--- src/rtl/serial_regif_pkg.sv ---
// Package: shared types and status bit positions for the serial
// register interface. Assumes a status word of at least 3 bits.
package serial_regif_pkg;

    // Transmit handshake state.
    typedef enum logic [1:0] {
        TX_IDLE   = 2'd0,
        TX_LAUNCH = 2'd1,
        TX_SEND   = 2'd2
    } tx_state_e;

    // Status bit positions: software polls these.
    localparam int ST_RX_RDY = 0;
    localparam int ST_TX_RDY = 1;
    localparam int ST_OVRUN  = 2;

endpackage

--- src/rtl/srif_bus_decode.sv ---
// srif_bus_decode: turns one bus access into the data-read, status-read
// and data-write strobes. Assumes a full-width address compare; an
// unmatched offset produces no strobe.
module srif_bus_decode #(
    parameter int              ADDR_W   = 8,
    parameter logic [ADDR_W-1:0] DATA_OFS = 'h10,
    parameter logic [ADDR_W-1:0] STAT_OFS = 'h14
) (
    input  logic              bus_sel,
    input  logic              bus_we,
    input  logic [ADDR_W-1:0] bus_addr,
    output logic              data_rd,
    output logic              stat_rd,
    output logic              data_wr
);

    logic hit_data;
    logic hit_stat;

    // Offset match and direction split.
    always_comb begin
        hit_data = (bus_addr == DATA_OFS);
        hit_stat = (bus_addr == STAT_OFS);
        data_rd  = bus_sel && !bus_we && hit_data;
        stat_rd  = bus_sel && !bus_we && hit_stat;
        data_wr  = bus_sel &&  bus_we && hit_data;
    end

endmodule

--- src/rtl/srif_rx_hold.sv ---
// srif_rx_hold: holds the last received byte with its ready flag and a
// sticky overrun flag. Assumes rx_valid is a single-cycle strobe per
// byte. A new byte always wins over a same-cycle clear.
module srif_rx_hold #(
    parameter int BYTE_W = 8
) (
    input  logic              clk,
    input  logic              rst_n,
    input  logic              rx_valid,
    input  logic [BYTE_W-1:0] rx_byte,
    input  logic              data_rd,
    input  logic              stat_rd,
    output logic [BYTE_W-1:0] held,
    output logic              rdy,
    output logic              ovr
);

    logic lost;

    // A byte is lost only if the holder is full and not being read now.
    always_comb lost = rx_valid && rdy && !data_rd;

    // Capture the byte on the strobe.
    always_ff @(posedge clk) begin
        if (!rst_n)        held <= '0;
        else if (rx_valid) held <= rx_byte;
    end

    // Ready flag: set by arrival, cleared by a data read.
    always_ff @(posedge clk) begin
        if (!rst_n)        rdy <= 1'b0;
        else if (rx_valid) rdy <= 1'b1;
        else if (data_rd)  rdy <= 1'b0;
    end

    // Overrun flag: set on loss, cleared by a status read; set wins.
    always_ff @(posedge clk) begin
        if (!rst_n)       ovr <= 1'b0;
        else if (lost)    ovr <= 1'b1;
        else if (stat_rd) ovr <= 1'b0;
    end

endmodule

--- src/rtl/srif_tx_launch.sv ---
// srif_tx_launch: accepts one byte from the bus and offers it to the
// serialiser. Assumes the serialiser raises tx_busy in response to
// tx_valid and lowers it when the byte is sent.
module srif_tx_launch
    import serial_regif_pkg::*;
#(
    parameter int BYTE_W = 8
) (
    input  logic              clk,
    input  logic              rst_n,
    input  logic              data_wr,
    input  logic [BYTE_W-1:0] wr_byte,
    input  logic              tx_busy,
    output logic              tx_valid,
    output logic [BYTE_W-1:0] tx_byte,
    output logic              tx_ready
);

    tx_state_e state;

    // Handshake sequencing: idle -> offer -> sending -> idle.
    always_ff @(posedge clk) begin
        if (!rst_n) begin
            state <= TX_IDLE;
        end else begin
            case (state)
                TX_IDLE:   if (data_wr) state <= TX_LAUNCH;
                TX_LAUNCH: if (tx_busy) state <= TX_SEND;
                TX_SEND:   if (!tx_busy) state <= TX_IDLE;
                default:   state <= TX_IDLE;
            endcase
        end
    end

    // Byte latch: loads only when a write is accepted.
    always_ff @(posedge clk) begin
        if (!rst_n)                           tx_byte <= '0;
        else if (data_wr && state == TX_IDLE) tx_byte <= wr_byte;
    end

    // Handshake outputs decoded from state.
    always_comb begin
        tx_valid = (state == TX_LAUNCH);
        tx_ready = (state == TX_IDLE);
    end

endmodule

--- src/rtl/serial_regif.sv ---
// serial_regif: processor-side registers of a serial port. One offset
// is receive data on reads and transmit data on writes; a second is
// status. Assumes single-cycle bus accesses with read data returned in
// the same cycle.
module serial_regif
    import serial_regif_pkg::*;
#(
    parameter int                ADDR_W   = 8,
    parameter int                DATA_W   = 32,
    parameter int                BYTE_W   = 8,
    parameter logic [ADDR_W-1:0] DATA_OFS = 'h10,
    parameter logic [ADDR_W-1:0] STAT_OFS = 'h14
) (
    input  logic              clk,
    input  logic              rst_n,
    input  logic              bus_sel,
    input  logic              bus_we,
    input  logic [ADDR_W-1:0] bus_addr,
    input  logic [DATA_W-1:0] bus_wdata,
    output logic [DATA_W-1:0] bus_rdata,
    input  logic              rx_valid,
    input  logic [BYTE_W-1:0] rx_byte,
    output logic              tx_valid,
    output logic [BYTE_W-1:0] tx_byte,
    input  logic              tx_busy,
    input  logic              irq_en,
    output logic              irq
);

    localparam int PAD_W = DATA_W - BYTE_W;

    logic              data_rd;
    logic              stat_rd;
    logic              data_wr;
    logic [BYTE_W-1:0] held;
    logic              rx_rdy;
    logic              ovr;
    logic              tx_ready;
    logic [DATA_W-1:0] data_word;
    logic [DATA_W-1:0] stat_word;

    srif_bus_decode #(
        .ADDR_W  (ADDR_W),
        .DATA_OFS(DATA_OFS),
        .STAT_OFS(STAT_OFS)
    ) u_dec (
        .bus_sel (bus_sel),
        .bus_we  (bus_we),
        .bus_addr(bus_addr),
        .data_rd (data_rd),
        .stat_rd (stat_rd),
        .data_wr (data_wr)
    );

    srif_rx_hold #(
        .BYTE_W(BYTE_W)
    ) u_rx (
        .clk     (clk),
        .rst_n   (rst_n),
        .rx_valid(rx_valid),
        .rx_byte (rx_byte),
        .data_rd (data_rd),
        .stat_rd (stat_rd),
        .held    (held),
        .rdy     (rx_rdy),
        .ovr     (ovr)
    );

    srif_tx_launch #(
        .BYTE_W(BYTE_W)
    ) u_tx (
        .clk     (clk),
        .rst_n   (rst_n),
        .data_wr (data_wr),
        .wr_byte (bus_wdata[BYTE_W-1:0]),
        .tx_busy (tx_busy),
        .tx_valid(tx_valid),
        .tx_byte (tx_byte),
        .tx_ready(tx_ready)
    );

    // Zero-extend the held byte into a full data word.
    generate
        if (PAD_W > 0) begin : g_pad
            assign data_word = {{PAD_W{1'b0}}, held};
        end else begin : g_nopad
            assign data_word = held[DATA_W-1:0];
        end
    endgenerate

    // Assemble the status word from the flags.
    always_comb begin
        stat_word            = '0;
        stat_word[ST_RX_RDY] = rx_rdy;
        stat_word[ST_TX_RDY] = tx_ready;
        stat_word[ST_OVRUN]  = ovr;
    end

    // Read return mux: zero unless a mapped read is in progress.
    always_comb begin
        if (data_rd)      bus_rdata = data_word;
        else if (stat_rd) bus_rdata = stat_word;
        else              bus_rdata = '0;
    end

    // Interrupt request follows receive-ready under the enable.
    always_comb irq = rx_rdy && irq_en;

endmodule

--- config.mk ---
export PLATFORM = sky130hd
export DESIGN_NAME = serial_regif
export DESIGN_NICKNAME = d
export VERILOG_FILES = /design/src/rtl/serial_regif_pkg.sv /design/src/rtl/srif_bus_decode.sv /design/src/rtl/srif_rx_hold.sv /design/src/rtl/srif_tx_launch.sv /design/src/rtl/serial_regif.sv
export SDC_FILE = /design/constraint.sdc
export NUM_CORES = 1
export LEC_CHECK = 0
export BUFFER_PORTS_ARGS = -buffer_cell sky130_fd_sc_hd__buf_4
export CAP_MARGIN = 20
export CORE_MARGIN = 2
export CORE_UTILIZATION = 37
export DETAILED_ROUTE_END_ITERATION = 6
export HOLD_SLACK_MARGIN = 0.08
export PLACE_DENSITY = 0.85
export SETUP_SLACK_MARGIN = 0.15
export SKIP_LAST_GASP = 1
export SLEW_MARGIN = 20
export SYNTH_ARGS = -nofsm -noshare
export SYNTH_HDL_FRONTEND = slang
export SYNTH_HIERARCHICAL = 1
export SYNTH_SLANG_ARGS = --single-unit
--- constraint.sdc ---
create_clock -name clk -period 3.4 [get_ports clk]
set_input_delay 0.68 -clock clk [delete_from_list [all_inputs] [get_ports clk]]
set_output_delay 0.68 -clock clk [all_outputs]
set_load 0.05 [all_outputs]
==> results of run 1 <==
[through the flow]
step	instance area, sq um	hold slack, ps
5_1_grt	1450	494
6_report	1450	465
3_3_place_gp	1410	444
3_5_place_dp	1410	449
2_1_floorplan	1210	474
4_1_cts	1440	465
[critical path, stage by stage]
cell and delay (ps):
buf_4 100, or4_1 600, nor4_2 370, nor2b_2 250
a22o_1 150, buf_4 190
[how the worst max path moves through the flow]
stage | startpoint | endpoint | slack [ps]
floorplan | bus_addr[7] | bus_rdata[2] | 300
global placement | bus_addr[7] | bus_rdata[0] | 280
detailed placement | bus_addr[7] | bus_rdata[0] | 290
CTS | bus_addr[7] | bus_rdata[0] | 270
global route | bus_addr[7] | bus_rdata[0] | 270
finish | bus_addr[7] | bus_rdata[0] | 370
[logic make-up after synthesis]
group,count (synthesis)
AND/OR/NAND/NOR,45
buffers and inverters,31
flip-flops,20
multiplexers,16
AO/OA/AOI/OAI,6
XOR/XNOR,1
other,1
[routing by layer]
layer  part of all wire  wire length, microns  vias to the layer above  track usage
met2               0.53                  1140                       31        0.211
met5                  0                     0                        -            0
met4             0.0051                    11                        0       0.0584
met3              0.075                   161                        2       0.0242
met1               0.39                   845                      383        0.148
li1                   -                     -                      444            -
[layout by cell type (no fill, tap or decap), types with 2 or more instances in the layout]
master    synthesis  layout
a22o_1            2       2
and2_2            5       5
buf_4            25      50
clkbuf_4          0       3
conb_1            1      24
dfxtp_1          20      20
inv_1             2       2
mux2i_1          16      16
nand2_1          18      18
nor2_1            2       2
nor2b_1          10      10
nor4_2            0       2
[sequential cells by signal, indices dropped and copies added, names as in the netlist]
| name | count |
|---|---|
| u_rx/held | 8 |
| u_tx/tx_byte | 8 |
| u_tx/state | 2 |
| u_rx/ovr | 1 |
| u_rx/rdy | 1 |
[cell usage after synthesis, types with 2 or more instances]
master / instances
and2_2: 5
a22o_1: 2
buf_4: 25
buf_6: 2
nand2_1: 18
inv_1: 2
nor4_1: 2
nor2_1: 2
nor2b_1: 10
mux2i_1: 16
dfxtp_1: 20
[power groups by stage]
stage	sequential [uW]	combinational, uW	clock, uW
6_report	245	114	135
5_1_grt	246	120	156
4_1_cts	245	114	144
3_5_place_dp	251	114	0
3_3_place_gp	250	112	0
2_1_floorplan	250	106	0
[what timing repair did]
item                       4_1_cts  5_1_grt
setup endpoints to repair        0        2
hold endpoints to repair         0        0
setup buffers                    0        0
resized for setup                0        1
[cell type report]
type                       count  area (sq um)  area share
tap                           31          38.8      0.0268
clock buffer                   4          36.3      0.0251
sequential                    20           400       0.277
inverter                       2          7.51     0.00519
multi-input combinational     92           589       0.407
timing repair buffer          50           375       0.259
==> summary.txt, run 1 <==
Yosys
  – Mapped Area: approximately 1100 sq um
  – Syn avg cell area: 9.31 sq um
  – Yosys top cell by area: dfxtp_1
  – Compound-Gate Fraction of Synth Area: 0.0482
  – Post-synthesis adder-cell area fraction: 0
  – Mux cell area share after synthesis: 0.143
  – Yosys cell types: 27
  – Ys Warns: 6
  – Yosys reg bits: 20
  – FFs w/ async S/R, synth: 0
  – Main synth FF type: dfxtp_1
  – Post-synth top area share: 0.358
  – Synthesized instance count: 120
  – Post-synthesis xor/xnor area fraction: 0.00784
  – Seq/Total Area, Yosys: 0.358
  – Simple-gate area share of the yosys netlist: 0.236
  – Post-synth EDFFs: 0
  – Largest family of logic cells by synthesized area: simple AND/OR/NAND/NOR gates
  – Synth top area cells: dfxtp_1 (36%), buf_4 (17%), mux2i_1 (14%)

Setup path
  – Worst R2R Start: u_tx/state[0]
  – CP Capture Type: output port
  – RR Endpoint: u_tx/tx_byte[2]
  – Crit path required time: 2720 ps
  – Worst Reg-to-Reg Cells: 3
  – Worst Setup Start Kind: primary input
  – R2R setup slack: 2340 ps
  – Crit path DAT: about 2400 ps
  – Worst-path fanout max: 3
  – Critical path class: in -> out

Global route
  – Initial antenna violation count: 0
  – Total track usage: 0.124
  – Gr ovfl total: 0
  – Pin count of the biggest net entering global routing: 30
  – First-pass GRT wire length: 3260 microns
  – Vias in the first global route: a little under 800

Timing
  – Final worst slack: between 300 and 400 ps
  – Crit path time final: 3030 ps
  – Setup TNS: 0 ps
  – # setup viols final: 0
  – Worst Clk Skew: 0.922 ps
  – Final period utilization: 0.891
  – RSZ-0062 raised after global routing: no
  – Hold Vio Cnt, Final: 0
  – Slew Limit Fails: 0
  – Maximum clock rate: 0.330 GHz

Hold path
  – WHS Endpoint: u_tx/tx_byte[5]
  – Hold Startpoint: u_tx/tx_byte[5]
  – Worst Hold Depth: 2
  – Worst Hold Class: reg -> reg

CTS
  – Clk pin slew, worst setup/hold paths: 110 ps
  – CTS tree: yes
  – TritonCTS Buffers: 3
  – CTS sink cnt: 20
  – Hold Buf Count CTS: 0
  – Root buffer selected by CTS: clkbuf_4
  – Clock Path Buffers: 2
  – CTS H-tree depth: 1
  – Worst skew pair latency: 290 ps

Placed design
  – IO Port Bufs: between 40 and 50
  – DP Wirelength: 1690 microns
  – Placed cell count: 195
  – Pre-CTS WS: 294 ps
  – RD Place Congestion: approximately 0.7

Finish
  – Final design utilization: 0.516
  – Antenna cell count: 0
  – Filler cell count in the final layout: 278
  – Final-stage net count: about 220
  – Area grow syn2layout: 29.6%
  – Layout cell share with drive strength beyond 1: 0.393
  – Layout Cells excl Fill: 199

Status
  – Failing checks: DRC
  – Status: finished, violations left

Power and ir drop
  – PnR Total Power: 494 uW
  – Clock Power Share: 0.273
  – Pwr Density: 341 nW/um^2
  – NetSw: 153 uW
  – Combinational share of power: 0.231
  – Switching Fraction: 0.310
  – Peak VDD IR: ~0.00019 V
  – Flop pwr share: 0.496
  – Cell-internal power: between 300 and 400 uW
  – LEAKAGE: 0.000708 uW

Floorplan
  – Height of the die: 59.0 microns
  – Initial Util: 0.398
  – Cell row count: 19
  – Die area: ~3500 sq um
  – Total core area: 2810 sq um
  – Die width: 59.0 microns
  – Boundary Pins: 97

Routing
  – Final WL: 2160 microns
  – Drt initial violations: 15
  – Routed Antenna Nets: 0
  – Via count: 860
  – DRC: 6
  – Drt first pass iters: 6
  – WL/cell: approximately 11 microns
  – Via density: 4.32

Run
  – Max-cap viol count: 0
No activity file was read; power rests on OpenSTA's default activity.
==> run 2: changes to the inputs <==
--- a/config.mk
+++ b/config.mk
@@ -10,6 +10,7 @@
 export CORE_MARGIN = 2
-export CORE_UTILIZATION = 37
+export CORE_UTILIZATION = 34
 export DETAILED_ROUTE_END_ITERATION = 6
+export GPL_ROUTABILITY_DRIVEN = 0
 export HOLD_SLACK_MARGIN = 0.08
-export PLACE_DENSITY = 0.85
+export PLACE_DENSITY = 0.82
 export SETUP_SLACK_MARGIN = 0.15
==> constraint.sdc (replaced) <==
create_clock -name clk -period 2.7 [get_ports clk]
set_input_delay 0.54 -clock clk [delete_from_list [all_inputs] [get_ports clk]]
set_output_delay 0.54 -clock clk [all_outputs]
set_load 0.005 [all_outputs]
==> run 2 against run 1 <==
Net effect:
- the run now ends clean
- clock skew up 6.0 ps
- via count up 2.7%
- final cell count up 9.0%
- cell area up 7.2%
- wire length up 1.6%
- sequential share of layout area down 1.9 points
- combinational power down 31%
- non-clock buffer count up 5
- sequential power up 26%
- count of clock-buffer cells in the layout unchanged
- critical path type unchanged
- largest power group unchanged
==> summary.txt, run 2 (synthesis gave the netlist of run 1 again) <==
Status
  – Status: finished, final reports clean

Finish
  – Layout cell share with drive strength beyond 1: 0.416 (+0.0233)
  – Antenna cell count: 0 (unchanged)
  – Most frequent cells in the layout: buf_4 (51), conb_1 (24), dfxtp_1 (20), nand2_1 (18), mux2i_1 (16)
  – Area grow syn2layout: 38.9%
  – Filler cell count in the final layout: 314 (+13%)
  – Final-stage net count: 229 (+2.2%)
  – Multi-input gate area: 616 sq um (+4.5%)
  – Top Registers: u_rx/held (8), u_tx/tx_byte (8), u_tx/state (2)
  – Most common cell after layout, fill and taps aside: buf_4
  – Storage cell area: 400 sq um (unchanged)

Timing
  – Final period utilization: 0.928
  – # setup viols final: 0 (unchanged)
  – Final worst slack: 196 ps (-175 ps)
  – RSZ-0062 raised after global routing: yes
  – Maximum clock rate: about 0.4 GHz
  – Setup TNS: 0 ps (unchanged)
  – Hold Vio Cnt, Final: 0 (unchanged)
  – Crit path time final: 2500 ps
  – Worst Clk Skew: 6.92 ps (+6.00 ps)
  – Slew Limit Fails: 0 (unchanged)

Global route
  – Vias in the first global route: 787 (+1.9%)
  – Pin count of the biggest net entering global routing: 30 (unchanged)
  – Gr ovfl total: 0 (unchanged)
  – Initial antenna violation count: 0 (unchanged)
  – First-pass GRT wire length: 3280 microns (+0.86%)
  – Total track usage: 0.119 (-0.00476)

Setup path
  – RR Endpoint: u_tx/tx_byte[3]
  – R2R setup slack: 1640 ps (-700 ps)
  – Crit path DAT: 1960 ps (-390 ps)
  – Crit-path most repeated cell: buf_4
  – Worst Reg-to-Reg Cells: 3 (unchanged)
  – CP Capture Type: output port
  – Worst R2R Start: u_tx/state[0]
  – CP Cell Sequence: buf_6, or4_4, nor4_4, buf_4, nor2b_4, a22o_1, buf_4
  – Critical path class: in -> out
  – Crit path required time: 2160 ps (-560 ps)
  – Worst Setup Start Kind: primary input
  – Worst-path fanout max: 3 (unchanged)
  – Slowest-stage cell, CP: or4_4
  – Critical Path Max Stage Delay: 570 ps (-30 ps)

Power and ir drop
  – Pwr Density: 361 nW/um^2 (+5.8%)
  – PnR Total Power: 560 uW (+13%)
  – LEAKAGE: 0.000750 uW (+5.8%)
  – Peak VDD IR: 0.000237 V (+26%)

Routing
  – Routed Antenna Nets: 0 (unchanged)
  – Via count: 883 (+2.7%)
  – Drt initial violations: 6 (-9)
  – WL/cell: 10.1 microns (-6.8%)
  – Final WL: 2190 microns (+1.6%)
  – Via density: 4.07 (-5.8%)
  – DRC: 0 (-6)
  – Drt first pass iters: 4 (-2)

Floorplan
  – Height of the die: 61.3 microns (+4.0%)
  – Initial Util: 0.363 (-0.0353)
  – Total core area: 3080 sq um (+9.7%)
  – Die width: 61.3 microns (+4.0%)
  – Cell row count: 20 (+1)
  – Boundary Pins: 97 (unchanged)
  – Die area: 3760 sq um (+8.2%)

Hold path
  – WHS Endpoint: u_tx/state[0]
  – Worst Hold Class: in -> reg
  – Hold Startpoint: tx_busy
  – Worst Hold Depth: 2 (unchanged)

Placed design
  – DP Wirelength: 1640 microns (-2.8%)
  – Pre-CTS WS: 72.8 ps (-221 ps)
  – IO Port Bufs: 48 (unchanged)

CTS
  – Clock Path Buffers: 2 (unchanged)
  – Worst skew pair latency: 300 ps (about the same)
  – CTS tree: yes
  – Clk pin slew, worst setup/hold paths: 110 ps (about the same)
  – TritonCTS Buffers: 3 (unchanged)
  – CTS sink cnt: 20 (unchanged)
  – Root buffer selected by CTS: clkbuf_4
  – CTS H-tree depth: 1 (unchanged)

Run
  – Max-cap viol count: 0 (unchanged)
[run 2: where the power goes]
| group | internal (uW) | switching (uW) | leakage, uW |
|---|---|---|---|
| Combinational | 44.9 | 34.2 | 0.000565 |
| Sequential | 304 | 4.24 | 0.000163 |
| Clock | 82.2 | 90.3 | 0.0000210 |
[run 2: worst max-delay path: cells and delay by family]
kind | cells | cell delay, ps
buffers and inverters | 3 | 350
and+or+nand+nor | 3 | 940
AOI/OAI and AO/OA | 1 | 140
[run 2: per-stage QoR]
step / utilization / instance area [sq um] / hold slack, ps / cells
2_1_floorplan: - / 1210 / 451 / 143
4_1_cts: 0.495 / 1520 / 403 / 216
3_3_place_gp: 0.464 / 1430 / 444 / 209
3_5_place_dp: 0.464 / 1430 / 453 / 209
5_1_grt: 0.504 / 1550 / 397 / 217
6_report: 0.504 / 1550 / 420 / 217
[run 2: how the worst max path moves through the flow]
stage	start	endpoint	slack, ps	depth (start not counted)
after floorplan	bus_addr[7]	bus_rdata[0]	200	4
after CTS	bus_addr[7]	bus_rdata[0]	150	7
after global placement	bus_addr[7]	bus_rdata[0]	70	7
after detailed placement	bus_addr[7]	bus_rdata[1]	70	7
final	bus_addr[0]	bus_rdata[0]	200	7
after global routing	bus_addr[0]	bus_rdata[0]	130	7
[run 2: final cells by class]
class                   instances  share of cell area
inverters                       2             0.00484
repair buffers                 55               0.281
clock buffers                   4              0.0234
well taps                      44              0.0355
flip-flops and latches         20               0.258
multi-input cells              92               0.397
[run 2: layer usage]
metal  wire, microns  GRT usage  vias up
met5               0          0        -
met4              27     0.0745        0
li1                -          -      453
met1             871      0.148      395
met3             162     0.0210        2
met2            1130      0.190       33
[run 2: repair_timing]
action,4_1_cts,5_1_grt
pin swaps,0,2
setup endpoints to repair,3,8
resized for setup,4,5
hold buffers,0,0
cloned,0,0
setup buffers,3,1
